### config.mk
export PLATFORM = sky130hd
export DESIGN_NAME = serial_word_sequencer
export DESIGN_NICKNAME = d
export VERILOG_FILES = /design/src/rtl/serial_word_sequencer.sv
export SDC_FILE = /design/constraint.sdc
export NUM_CORES = 1
export LEC_CHECK = 0
export BUFFER_PORTS_ARGS = -buffer_cell sky130_fd_sc_hd__buf_2
export CORE_MARGIN = 5
export CORE_UTILIZATION = 40
export CTS_BUF_LIST = sky130_fd_sc_hd__clkbuf_8
export DETAILED_ROUTE_END_ITERATION = 10
export PLACE_DENSITY = 0.78
export SYNTH_ARGS = -nofsm -noshare
export SYNTH_HDL_FRONTEND = slang
export SYNTH_SLANG_ARGS = --single-unit
### constraint.sdc
create_clock -name clk -period 1.5 [get_ports clk]
set_input_delay 0.15 -clock clk [delete_from_list [all_inputs] [get_ports clk]]
set_output_delay 0.15 -clock clk [all_outputs]
set_load 0.05 [all_outputs]
### src/rtl/serial_word_sequencer.sv
module serial_word_sequencer #(
  parameter int WORD_W = 16,
  parameter int GAP_W  = 9
) (
  input  logic              clk,
  input  logic              rst_n,
  input  logic              trig,
  input  logic [WORD_W-1:0] word_a,
  input  logic [WORD_W-1:0] word_b,
  output logic [WORD_W-1:0] tx_data,
  output logic              tx_start,
  output logic              busy
);

  localparam logic [GAP_W-1:0] GAP_LAST = '1;
  localparam logic [1:0]       SLOT_A   = 2'd1;
  localparam logic [1:0]       SLOT_B   = 2'd2;
  localparam logic [1:0]       SLOT_END = 2'd3;

  logic [GAP_W-1:0] gap_q;
  logic [1:0]       slot_q;

  wire rollover = (gap_q == GAP_LAST);
  wire finished = (slot_q == SLOT_END);

  always_ff @(posedge clk or negedge rst_n) begin
    if (!rst_n) begin
      busy     <= 1'b0;
      gap_q    <= '0;
      slot_q   <= '0;
      tx_start <= 1'b0;
    end else if (busy) begin
      if (finished) begin
        busy     <= 1'b0;
        gap_q    <= '0;
        tx_start <= 1'b0;
      end else if (rollover) begin
        gap_q    <= '0;
        slot_q   <= slot_q + 2'd1;
        tx_start <= 1'b1;
      end else begin
        gap_q    <= gap_q + 1'b1;
        tx_start <= 1'b0;
      end
    end else begin
      tx_start <= 1'b0;
      if (trig) begin
        busy   <= 1'b1;
        gap_q  <= '0;
        slot_q <= '0;
      end
    end
  end

  assign tx_data = (slot_q == SLOT_A) ? word_a :
                   (slot_q == SLOT_B) ? word_b : '0;

endmodule

; ---- Word-level counts from Yosys, hierarchy flattened
; Index checks and enable logic that the tools add are counted.
; W data, S select, Z words.
[word_totals]
register_bits = 13
input_bits = 35
out_inout_bits = 18
wordCells = 30
[classes]
n_addsub = 2
n_eq_ne = 6
mux = 16
reduce_logical = 2
[ops]
columns = cell, count
row1 = $mux W9, 4
row2 = $mux W16, 2
row3 = $add A9 B1 Y9 const B, 1
row4 = $eq A9 B9 Y1 const B, 1
row5 = $mux W2, 4
row6 = $mux W1, 6
row7 = $eq A2 B2 Y1 const B, 2
row8 = $reduce_and A3 Y1, 1
row9 = $add A2 B1 Y2 const B, 1
row10 = $eq A2 B1 Y1 const B, 1
row11 = $ne A2 B1 Y1 const B, 1
row12 = $ne A2 B2 Y1 const B, 1
row13 = $reduce_bool A2 Y1, 1

; ---- Depth between registers and ports, before layout
; Gate-level depths: netlist of run 1.
[logic_depth]
ltp_word = 4
depth_mapped = 7
depth_no_buf = 7

; ---- Worst setup path after synthesis of run 1
; OpenSTA, ideal clock, no wires.
[synth_path]
path_kind = flip-flop to output port
from = register slot_q[0]
to = output tx_data[10]
arrival_time_ns = 2.235
path_slack_ns = -0.885
stages_incl_launch_ff = 7
path_buffers = 2
path_cell_list = dfrtp_1 > inv_1 > ha_1 > clkbuf_1 > clkbuf_1 > nand2_1 > o21ai_0
[synth_via]
elab_chain_cells = 3
word_cells_on_any_way = 4
cone_classes = eq/ne: 2 / mux: 2
[synth_rtl]
columns = element, line_no
row1 = start: declaration, 21  ; logic [1:0] slot_q;
row2 = start signal: assignment, 39  ; slot_q <= slot_q + 2'd1;
row3 = $eq A2 B2 Y1, 56  ; (slot_q == SLOT_B) ? word_b : '0;
row4 = $mux W16, 56
row5 = $mux W16 (*), 55  ; assign tx_data = (slot_q == SLOT_A) ? word_a :
row6 = end: declaration, 10  ; output logic [WORD_W-1:0] tx_data,
; Mark *: on every way between the ends. The rest lies on a longest branch, timed or not.

; ---- Worst setup path in the final report of run 1
[layout_path]
from = register slot_q[1]
to = output tx_data[9]
; The elaborated chain is that of the path after synthesis.

==> results of run 1 <==
[repair_timing]
action,in CTS,in global routing
setup buffers,4,5
hold buffers,1,0
gates resized for setup,65,41
pin swaps,3,8
gates cloned,2,1
endpoints found under the hold margin,13,0
endpoints found under the setup margin,24,26
[area by class of cell]
type,instances,area [µm²]
Fill cell,93,216
Clock inverter,1,3.75
Tap cell,28,35.0
Timing Repair Buffer,76,633
Sequential cell,13,329
Multi-Input combinational cell,93,867
Inverter,6,22.5
Clock buffer,3,41.3
[flip-flops by register name, indices dropped and copies added, names as in the netlist]
register and flops:
gap_q 9, slot_q 2, busy 1, tx_start 1
[worst max-delay path, stage by stage (launching register included)]
cell and delay (ps):
dfrtp_2 390, buf_4 140, ha_4 170, buf_6 140, nand2_2 80, o21ai_4 150
buf_6 180
[synth_stat cells]
cell | count | area share (%)
nand2_1 | 35 | 15
o21ai_0 | 22 | 13
dfrtp_1 | 13 | 37
inv_1 | 6 | 2.6
clkbuf_1 | 5 | 2.1
ha_1 | 5 | 7.2
nor2_1 | 5 | 2.1
a21oi_1 | 4 | 2.3
nand3_1 | 4 | 2.3
o21ai_1 | 2 | 1.1
or3_1 | 2 | 1.4
xor2_1 | 2 | 2.0
a32o_1 | 1 | 1.1
buf_2 | 1 | 0.57
mux2_2 | 1 | 1.3
nand2b_1 | 1 | 0.72
nand3b_1 | 1 | 0.86
nand4_2 | 1 | 1.4
nor3_1 | 1 | 0.57
nor3b_1 | 1 | 0.86
o2111ai_1 | 1 | 1.0
o211ai_1 | 1 | 0.86
o31ai_1 | 1 | 0.86
or3_2 | 1 | 0.86
or4_1 | 1 | 0.86
[per-stage QoR]
| stage | utilization [%] | worst slack (ps) |
|---|---|---|
| 3_3_place_gp | 66.3 | 9.78 |
| 6_report | 89.9 | -160 |
| 4_1_cts | 82.3 | -89.0 |
| 2_1_floorplan | - | 0.0716 |
| 5_1_grt | 89.9 | -201 |
| 3_5_place_dp | 66.3 | -56.5 |
[where the power goes]
| group | total [mW] | internal (mW) | switching, mW | leakage (nW) |
|---|---|---|---|---|
| registers | 0.548 | 0.446 | 0.102 | 0.164 |
| logic | 1.30 | 0.570 | 0.730 | 0.702 |
| clock network | 0.308 | 0.181 | 0.127 | 0.0269 |
| total | 2.16 | 1.20 | 0.959 | 0.893 |
[worst paths after layout]
| kind | cells after the start | from | end |
|---|---|---|---|
| max reg2reg | 8 | gap_q[0] | slot_q[1] |
| min | 2 | trig | gap_q[1] |
| max | 6 | slot_q[1] | tx_data[9] |
| min reg2reg | 1 | gap_q[8] | gap_q[8] |
| max in group asynchronous | 2 | rst_n | slot_q[0] |
| min in group asynchronous | 2 | rst_n | gap_q[1] |
[metal layers]
layer	routed length (µm)	part of all wire [%]	up-vias
met5	0	0	-
met4	231	5.4	0
met3	173	4.0	20
met2	2340	54	48
met1	1550	36	603
li1	-	-	555
[cell families after synthesis]
| logic type | count (synthesis) |
|---|---|
| flip-flops | 13 |
| AND/OR/NAND/NOR | 53 |
| multiplexers | 1 |
| AO/OA/AOI/OAI | 32 |
| buffers and inverters | 12 |
| XOR/XNOR | 2 |
| adder cells (fa/ha/maj) | 5 |
==> results.py, run 1 <==
metrics = {
    "critical_path": {
        "cp.arrival_ps": 1510,
        "startpoint_type": "register",
        "crit_required_ps": 1350,
        "critical_path_class": "reg -> out",
        "worst_setup_path_end_kind": "output port",
        "cp_max_fo": 6,
        "r2r_slack_ps": -150,
    },
    "clocking": {
        "numClockSinks": 13,
        "worstSkewPairLatency_ps": 240,
        "clk_pin_slew_ps": 50,
        "clock_path_buffers": 2,
        "clock_tree.root_cell": "clkbuf_8",
        "htree_levels": 1,
        "tritoncts": "built",
        "cts_buffers": 3,
    },
    "pwr": {
        "p_leak_nw": 0.893,
        "power_density_nw_per_um2": 1120,
        "finalPower_mw": 2.16,
        "peakVddDrop_mv": 1.39,
    },
    "timing": {
        "holdWs_ps": 180,
        "slew_violations": 0,
        "slew_headroom_pct": 71.9,
        "timing.final.ws_setup_ps": -160,
        "clock_skew_ps": 0.444,
        "setup_viol": 21,
        "post-route-period-util_pct": 111,
        "tightest_slew_ps": 418,
        "hold_viol": 0,
        "fmax_ghz": 0.602,
        "tns_ps": -2260,
        "fin_crit_ps": 1660,
        "grt_setup_unrepaired": "true",
    },
    "final_layout": {
        "final_common_cell": "buf_2",
        "final_cell_mix": "buf_2 (36), nand2_2 (20), buf_6 (18)",
        "syn2layout_area_growth_pct": 121,
        "fin_nets": 233,
        "drive_gt1_share_pct": 75.0,
        "n_antenna_cell": 0,
        "fin_cells": 220,
        "fin_area_um2": 1930,
    },
    "yosys": {
        "ys_ff_latch": 13,
        "yosysWarnings": 0,
        "yosys.area_share.xor_xnor_pct": 2.01,
        "synth.distinct_cells": 25,
        "synth_compound_area_share_pct": 19.9,
        "netlist_area_um2": 873,
        "synthMuxAreaShare_pct": 1.29,
        "avgSynthCellArea_um2": 7.40,
        "synth_fa_ha_area_share_pct": 7.16,
        "syn_inst": 118,
        "synth_top_family_by_area": "simple AND/OR/NAND/NOR gates",
        "synth_seq_area_share_pct": 37.2,
        "syn-num-nets": 158,
        "synthSimpleGateAreaFrac_pct": 27.1,
    },
    "placed_design": {
        "hpwl_mm": 2.13,
        "place_area_um2": 1420,
        "dp.cells": 204,
        "place.gp.congestion": 0.809,
        "io_buffers": 52,
    },
    "outcome": {
        "outcome": "finished, violations left",
        "violations": "negative setup slack",
    },
    "drt": {
        "drc": 0,
        "vias": 1226,
        "first_pass_iters": 4,
        "viasPerCell": 5.57,
        "wl_per_cell_um": 19.5,
        "routed_wl_mm": 4.30,
        "antenna_left": 0,
        "first_iter_violations": 42,
    },
    "floorplan": {
        "die_h_um": 56.7,
        "ioPinCount": 53,
        "core_area_um2": 2150,
        "dieArea_um2": 3220,
        "floorplan.initialDensity_pct": 40.7,
        "rows": 17,
        "chipWidth_um": 56.7,
    },
    "grt": {
        "grt_pass1_wl_mm": 5.55,
        "track_usage_pct": 22.3,
        "grt-busiest-layer": "met2",
        "met2_usage_pct": 38.4,
        "antenna_found_initial": 0,
        "overflow": 0,
        "grt_pass1_vias": 1206,
        "grt_max_degree": 14,
        "gr-usage-met3_pct": 5.06,
        "met1_usage_pct": 24.5,
    },
    "job": {
        "maxCapViolCount": 0,
    },
    "worst_hold_path": {
        "hold_path.class": "in -> reg",
    },
}
(Power assumes the default switching activity.)
==> run 2: changes to the inputs <==
--- a/config.mk
+++ b/config.mk
@@ -11,6 +11,7 @@
 export CTS_BUF_LIST = sky130_fd_sc_hd__clkbuf_8
 export DETAILED_ROUTE_END_ITERATION = 10
 export PLACE_DENSITY = 0.78
+export SKIP_CTS_REPAIR_TIMING = 1
 export SYNTH_ARGS = -nofsm -noshare
 export SYNTH_HDL_FRONTEND = slang
 export SYNTH_SLANG_ARGS = --single-unit
==> run 2 against run 1 <==
Sequential share of layout area increased by 0.87 points. Cell count shrank 0.45%. Critical endpoint is now tx_data[8]. The flow still finishes with violations (negative setup slack). Combinational power fell by 8%. Core utilization is 4.7 points lower.
==> results.py, run 2 (synthesis gave the netlist of run 1 again) <==
metrics = {
    "drt": {
        "first_iter_violations": 48,
        "antenna_left": 0,
        "wl_per_cell_um": 17.9,
        "first_pass_iters": 5,
        "viasPerCell": 5.47,
        "drc": 0,
        "vias": 1197,
        "routed_wl_mm": 3.92,
    },
    "critical_path": {
        "timing.rr.start": "gap_q[1]",
        "critical_path_class": "reg -> out",
        "slowest_stage": "dfrtp_1",
        "slowest_delay_ps": 450,
        "worst_setup_path_end_kind": "output port",
        "cp.arrival_ps": 1480,
        "path_buf_inv": 3,
        "r2r_end": "slot_q[1]",
        "crit_start": "slot_q[1]",
        "crit_required_ps": 1350,
        "cp_max_fo": 6,
        "crit_path_cell_trace": "inv_2, ha_4, clkbuf_16, o21ai_4, buf_6",
        "r2r_cells": 8,
        "worst-path-stages": 5,
        "path_delay_family": "flip-flops",
        "crit_end": "tx_data[8]",
        "r2r_slack_ps": -120,
        "startpoint_type": "register",
    },
    "final_layout": {
        "top_register": "gap_q",
        "top_regs": "gap_q x9, slot_q x2",
        "final_common_cell": "buf_2",
        "nFillCells": 117,
        "largest_register_ffs": 9,
        "final_cell_mix": "buf_2 (36), nand2_1 (23), buf_6 (20)",
        "register_area_um2": 328,
        "fin_nets": 232,
        "fin_area_um2": 1830,
        "multi_input_area_um2": 800,
        "syn2layout_area_growth_pct": 110,
        "drive_gt1_share_pct": 65.4,
        "n_antenna_cell": 0,
    },
    "timing": {
        "post-route-period-util_pct": 109,
        "hold_viol": 0,
        "tightest_slew_ps": 406,
        "clock_skew_ps": 0.939,
        "fmax_ghz": 0.612,
        "slew_headroom_pct": 72.8,
        "setup_viol": 19,
        "grt_setup_unrepaired": "true",
        "fin_crit_ps": 1630,
        "timing.final.ws_setup_ps": -135,
        "slew_violations": 0,
    },
    "placed_design": {
        "io_buffers": 52,
        "place_ws_ps": -56.5,
        "place.gp.congestion": 0.809,
        "place_area_um2": 1420,
        "hpwl_mm": 2.13,
    },
    "floorplan": {
        "ioPinCount": 53,
        "core_area_um2": 2150,
        "floorplan.initialDensity_pct": 40.7,
        "rows": 17,
        "chipWidth_um": 56.7,
        "dieArea_um2": 3220,
        "die_h_um": 56.7,
    },
    "clocking": {
        "numClockSinks": 13,
        "clk_pin_slew_ps": 60,
        "clock_path_buffers": 2,
        "cts_buffers": 3,
        "tritoncts": "built",
        "clock_tree.root_cell": "clkbuf_8",
        "worstSkewPairLatency_ps": 250,
        "htree_levels": 1,
    },
    "grt": {
        "grt_pass1_vias": 1004,
        "grt_max_degree": 24,
        "track_usage_pct": 16.6,
        "overflow": 0,
        "antenna_found_initial": 0,
        "grt_pass1_wl_mm": 4.31,
    },
    "outcome": {
        "violations": "negative setup slack",
        "outcome": "finished, violations left",
    },
    "pwr": {
        "clockPowerShare_pct": 15.6,
        "switching_share_pct": 43.9,
        "comb_power_share_pct": 57.9,
        "switching_power_mw": 0.899,
        "seqPwrFrac_pct": 26.5,
        "p_leak_nw": 0.813,
        "peakVddDrop_mv": 1.31,
        "power_density_nw_per_um2": 1120,
        "internal_power_mw": 1.15,
    },
    "job": {
        "maxCapViolCount": 0,
    },
    "worst_hold_path": {
        "hold_path.class": "in -> reg",
    },
}
## run 2: cell count changes in the layout (fill, tap and decap cells not counted), moves of 2 or more
| cell | before | now |
|---|---|---|
| buf_6 | 18 | 20 |
| nand2_1 | 6 | 23 |
| nand2_2 | 20 | 11 |
| nand2_4 | 9 | 1 |
## run 2: per-stage QoR
step,setup TNS (ps),util [%],std cells,power (mW),hold slack [ps]
after floorplan,0,-,118,1.11,-146
after global placement,0,66.3,204,1.36,41.1
after detailed placement,-259,66.3,204,1.39,52.1
after CTS,-4370,68.4,208,1.70,-210
after global routing,-3610,85.2,219,2.15,169
final,-2160,85.2,219,2.05,166
## run 2: cell type report
type                    instances  area share, %
inverters                       6           1.23
repair buffers                 75           32.8
well taps                      28           1.91
multi-input cells              93           43.7
clock inverters                 1          0.205
flip-flops and latches         13           17.9
clock buffers                   3           2.26
## run 2: power by group through the flow
stage / clock, mW / combinational, mW / sequential [mW]
floorplan: 0 / 0.556 / 0.549
global placement: 0 / 0.837 / 0.520
detailed placement: 0 / 0.857 / 0.529
CTS: 0.312 / 0.866 / 0.524
global route: 0.351 / 1.25 / 0.553
finish: 0.319 / 1.19 / 0.543
## run 2: worst min-delay path by stage
stage | slack, ps | depth (start not counted) | startpoint | end
6_report | 170 | 2 | trig | gap_q[1]
5_1_grt | 170 | 2 | trig | gap_q[1]
3_3_place_gp | 40 | 1 | rst_n | gap_q[1]
3_5_place_dp | 50 | 1 | rst_n | gap_q[1]
2_1_floorplan | -150 | 0 | rst_n | busy
4_1_cts | -210 | 1 | rst_n | gap_q[1]
## run 2: worst reg2reg max path: stages (launching register included)
cell	delay (ps)
dfrtp_1	370
ha_2	190
nand2_2	50
nor3_2	170
ha_2	240
buf_6	110
nand3b_1	160
nand3_1	130
o21ai_1	70
## run 2: per-layer routing
metal	wire, µm	global-route usage, %	part of all wire (%)	vias to the layer above
met3	227	4.83	5.8	17
met2	2140	29.5	55	58
met4	165	4.07	4.2	0
met1	1390	19.4	35	574
li1	-	-	-	548
met5	0	0	0	-
